===== src/rtl/frame_word_unpacker.sv =====
module frame_word_unpacker #(
  parameter int LANES  = 8,
  parameter int BYTE_W = 8,
  localparam int CNT_W  = $clog2(LANES),
  localparam int DATA_W = LANES * BYTE_W,
  localparam int IN_W   = DATA_W + CNT_W + 1
) (
  input  logic              clk,
  input  logic              rst_n,
  input  logic              in_valid,
  output logic              in_ready,
  input  logic [IN_W-1:0]   in_word,
  output logic              out_valid,
  output logic [BYTE_W-1:0] out_byte,
  output logic              out_eof,
  output logic              err_sticky
);

  logic [DATA_W-1:0] shift_q;
  logic [CNT_W:0]    rem_q;
  logic              last_q;
  logic              err_q;

  logic              accept;
  logic [CNT_W-1:0]  cnt_f;
  logic              last_f;
  logic [CNT_W:0]    nbytes;

  assign cnt_f  = in_word[DATA_W +: CNT_W];
  assign last_f = in_word[IN_W-1];
  assign nbytes = (cnt_f == '0) ? (CNT_W+1)'(LANES) : {1'b0, cnt_f};

  assign in_ready   = (rem_q <= (CNT_W+1)'(1));
  assign accept     = in_valid && in_ready;
  assign out_valid  = (rem_q != '0);
  assign out_byte   = shift_q[BYTE_W-1:0];
  assign out_eof    = last_q && (rem_q == (CNT_W+1)'(1));
  assign err_sticky = err_q;

  always_ff @(posedge clk) begin
    if (!rst_n) begin
      shift_q <= '0;
      rem_q   <= '0;
      last_q  <= 1'b0;
      err_q   <= 1'b0;
    end else begin
      if (accept) begin
        shift_q <= in_word[DATA_W-1:0];
        rem_q   <= nbytes;
        last_q  <= last_f;
        if (!last_f && cnt_f != '0) err_q <= 1'b1;
      end else if (rem_q != '0) begin
        shift_q <= shift_q >> BYTE_W;
        rem_q   <= rem_q - (CNT_W+1)'(1);
      end
    end
  end

endmodule


===== config.mk =====
export PLATFORM = sky130hd
export DESIGN_NAME = frame_word_unpacker
export DESIGN_NICKNAME = d
export VERILOG_FILES = /design/src/rtl/frame_word_unpacker.sv
export SDC_FILE = /design/constraint.sdc
export NUM_CORES = 1
export LEC_CHECK = 0
export CORE_MARGIN = 1.5
export CORE_UTILIZATION = 43
export CTS_CLUSTER_DIAMETER = 40
export CTS_CLUSTER_SIZE = 10
export DETAILED_ROUTE_END_ITERATION = 16
export MAX_ROUTING_LAYER = met4
export PLACE_DENSITY_LB_ADDON = 0.3
export RECOVER_POWER = 50
export SLEW_MARGIN = 10
export SYNTH_ARGS = -nofsm -noshare
export SYNTH_HDL_FRONTEND = slang
export SYNTH_SLANG_ARGS = --single-unit

===== constraint.sdc =====
create_clock -name clk -period 1.5 [get_ports clk]
set_input_delay 0.225 -clock clk [delete_from_list [all_inputs] [get_ports clk]]
set_output_delay 0.225 -clock clk [all_outputs]
set_load 0.05 [all_outputs]

# Word level (Yosys, flattened, before mapping)
# Cells that the tools add are included.
# word_totals
in_bits	71
register_bits	70
wordCells	21
# classes
eq_ne	1
n_lt_le_gt_ge	1
muxes	5
add_sub_neg	1
n_reduce_logical	9
# op_table
op	n
2-to-1 mux 64 bit	2
2-to-1 mux 4 bit	3
equality test 4 x 1 -> 1 bit (second input constant)	1
<= comparator 4 x 1 -> 1 bit (second input constant)	1
nonzero test 4 bit	1
subtractor 4 x 1 -> 4 bit (second input constant)	1
logical AND 1 bit	3
zero test 3 bit	1
nonzero test 3 bit	1
AND reduction 2 bit	1
nonzero test 2 bit	1
zero test 1 bit	1

# Logic depth before layout (Yosys ltp)
# logic_depth
depth_word	3
depth_mapped	8
ltp_nobuf	7

# Worst setup path after synthesis
# OpenSTA, ideal clock, no wires.
# synth_timing
kind	reg-to-output
startpoint	reg rem_q[0]
endpoint	out in_ready
required_ns	1.275
setup_slack_ns	-0.395
path_stages_with_launch	5
arrival_ns	1.670
path_cell_list	dfxtp_1 -> inv_1 -> ha_1 -> nor2_1 -> nor3_1
# synth_via
elab_chain_cells	1
# synth_lines
element	line	rtl
from (decl)	20	logic [CNT_W:0] rem_q;
from (signal assigned)	49	rem_q <= nbytes;
from (signal assigned)	54	rem_q <= rem_q - (CNT_W+1)'(1);
<= comparator 4 x 1 -> 1 bit	33	assign in_ready = (rem_q <= (CNT_W+1)'(1));
to (decl)	11	output logic in_ready,
# Every way passes these cells.

# Worst setup path after layout
# layout_timing
startpoint	reg rem_q[0]
endpoint	out out_valid
# layout_via
elab_chain_cells	1
# layout_lines
element	line	rtl
nonzero test 4 bit	35	assign out_valid = (rem_q != '0);
to (decl)	13	output logic out_valid,
# Every way passes these cells.

==> results.py <==
metrics = {
    "worst_hold_path": {
        "hp-start": "rst_n",
        "hold_class": "primary input to flip-flop",
        "hold_depth": 4,
        "hold_path_end": "shift_q[6]",
    },
    "clocking": {
        "cts_tree": "built",
        "root_buffer": "clkbuf_8",
        "cts_buffer_depth": 2,
        "htree_levels": 3,
        "clk_pin_slew_ps": 80,
        "clock_latency_ps": 350,
        "cts_buffers": 9,
        "cts_sinks": 70,
    },
    "outcome": {
        "status": "finished with violations",
        "violations": "setup timing",
    },
    "layout": {
        "drive_gt1_share_pct": 34.26,
        "postLayoutCoreUtil_pct": 76.83,
        "final_common_cell": "clkdlybuf4s50_1",
        "area_delta_synth_final_pct": 71.15,
        "nets": 574,
        "diodes": 0,
        "most-common-layout-cells": "clkdlybuf4s50_1, nand2_1, dfxtp_1",
        "fin_cells": 601,
    },
    "pwr": {
        "power-per-cell-area_nw_per_um2": 2633,
        "leakagePower_nw": 1.923,
        "power_w": 0.01382,
        "ir_worst_vdd_uv": 1798,
    },
    "sta": {
        "final-max-slew-violation-count": 0,
        "fin_ws_ps": -179.2,
        "worst_pin_slew_ps": 458.7,
        "fmax_ghz": 0.5955,
        "hold_violations": 0,
        "rsz0062_at_grt": "true",
        "fin_crit_ps": 1679,
        "skew_ps": 9.669,
        "setup_viol": 70,
        "max_slew_margin_pct": 69.19,
        "post-route-period-util_pct": 111.9,
    },
    "route": {
        "via_per_inst": 5.789,
        "drc": 0,
        "wl_um": 11520,
        "drtIter0Drc": 238,
        "via_count": 3479,
        "ant_nets": 0,
        "wl_per_cell_um": 19.16,
        "first_pass_iters": 5,
    },
    "flow_run": {
        "cap_violations": 0,
    },
    "setup_path": {
        "r2r-end": "shift_q[41]",
        "arrival_ps": 1450,
        "reg2regPathDepth": 9,
        "cp-end-kind": "output pin",
        "worstPathCellList": "inv_4, ha_4, nor3b_4, inv_2, buf_6, buf_12",
        "start_kind": "flip-flop",
        "timing.rr.start": "rem_q[0]",
        "crit_fanout": 3,
        "path_class": "flip-flop to output pin",
        "max_stage_delay_ps": 370,
        "r2r_slack_ps": -180,
        "required_ps": 1270,
        "crit_slowest_cell": "dfxtp_4",
    },
    "floorplanning": {
        "die_area_um2": 7648,
        "initial_core_util_pct": 44.89,
        "ioPinCount": 83,
        "rows": 30,
        "die_h_um": 87.45,
        "die_w_um": 87.45,
        "core_um2": 6832,
    },
    "grt": {
        "grt_max_degree": 73,
        "grt_first_pass_wirelength_um": 13010,
        "antenna_found_initial": 0,
        "grt_usage_pct": 22.77,
        "first_global_vias": 2787,
        "overflow": 0,
    },
    "logic_synthesis": {
        "synth.area.mux_share_pct": 0,
        "synth_top_family_by_area": "compound AO/OA/AOI/OAI gates",
        "synthDistinctLibCells": 28,
        "mappedNetlistArea_um2": 3067,
        "synth_compound_area_share_pct": 30.64,
        "synth_nets": 471,
        "synth_area_per_cell_um2": 7.725,
        "synth_top_area_share_pct": 45.70,
        "ys_seq_area_share_pct": 45.70,
        "synth_top_cell_by_area": "dfxtp_1",
        "yosys-top-cells-area": "dfxtp_1, a21oi_1, o21ai_0",
        "syn_inst": 397,
        "ys_seq_elements": 70,
        "synthAdderAreaFrac_pct": 1.224,
        "yosys.area_share.simple_pct": 13.22,
        "ys_warn_count": 0,
        "synth_xor_area_share_pct": 0.5712,
    },
    "placement": {
        "post-dp-hpwl_um": 5249,
        "dpl.cell_count": 554,
        "portBuffers": 82,
        "gp_congestion": 0.8277,
        "place_ws_ps": -125.2,
    },
}
[worst max-delay path, delay by kind of cell (launching register included)]
family	cells	cell delay (ps)
buffers and inverters	4	410
adder cells (fa/ha/maj)	1	130
flip-flops	1	370
AND/OR/NAND/NOR	1	200
[cells in the mapped netlist, drive strengths merged]
library cell	n
a21oi	110
and3b	1
or3	1
buf	24
xor2	1
nor3b	1
o21ai	57
nor3	4
nand3	12
nand3b	1
dfxtp	70
inv	3
o21a	1
o2111ai	1
xnor2	1
ha	3
a31oi	2
nand2	72
a21boi	10
and3	1
clkbuf	19
nor2	2
[worst max-delay path by stage]
stage,slack (ps),depth (start not counted),to,from
floorplan,4,8,shift_q[0],rem_q[0]
CTS,-180,6,in_ready,rem_q[0]
global route,-250,9,shift_q[43],rem_q[0]
finish,-180,6,out_valid,rem_q[0]
detailed placement,-130,7,shift_q[37],rem_q[1]
global placement,-80,7,shift_q[37],rem_q[1]
[cell type report]
class	instances	area, µm²
tap	96	120.1
inverter	3	16.27
clock buffer	10	127.6
clock inverter	6	86.33
multi-input combinational	282	1844
timing repair buffer	134	1643
sequential	70	1411
fill	462	1583
[state kept, by name, summed over array words and instances (netlist names)]
register,count
err_sticky,1
last_q,1
shift_q,64
rem_q,4
[logic make-up after synthesis]
logic type,count (synthesis)
buffers and inverters,46
and+or+nand+nor,95
adders and majority gates,3
AOI/OAI and AO/OA,181
xor gates and xnor gates,2
DFF,70
[repair_timing]
action / in CTS / in global routing
pin swaps: 2 / 76
setup endpoints to repair: 69 / 72
hold endpoints to repair: 0 / 0
gates resized for setup: 30 / 121
hold buffers: 0 / 0
setup buffers: 4 / 10
cloned: 2 / 17
[power breakdown]
| group | total (W) | internal (W) | switching [W] |
|---|---|---|---|
| Combinational | 0.00887 | 0.00431 | 0.00456 |
| Clock | 0.00169 | 0.000934 | 0.000754 |
| Sequential | 0.00326 | 0.00262 | 0.000649 |
| Total | 0.0138 | 0.00786 | 0.00596 |
[layer usage]
metal	vias up	routed length (µm)	part of all wire, %	GRT usage, %
met5	-	0	0	-
met4	0	420	3.6	8.658
met3	48	897	7.8	3.412
met2	194	5769	50	38.25
met1	1659	4430	38	27.51
li1	1578	-	-	-
[metrics by stage]
stage	area, µm²	TNS (ps)	hold WS [ps]
floorplan	3077	0	355.0
global placement	4038	-106.3	433.9
detailed placement	4038	-1962	441.6
CTS	4447	-1347	364.7
global route	5249	-10810	385.1
finish	5249	-6828	367.5
(Power assumes the default switching activity.)
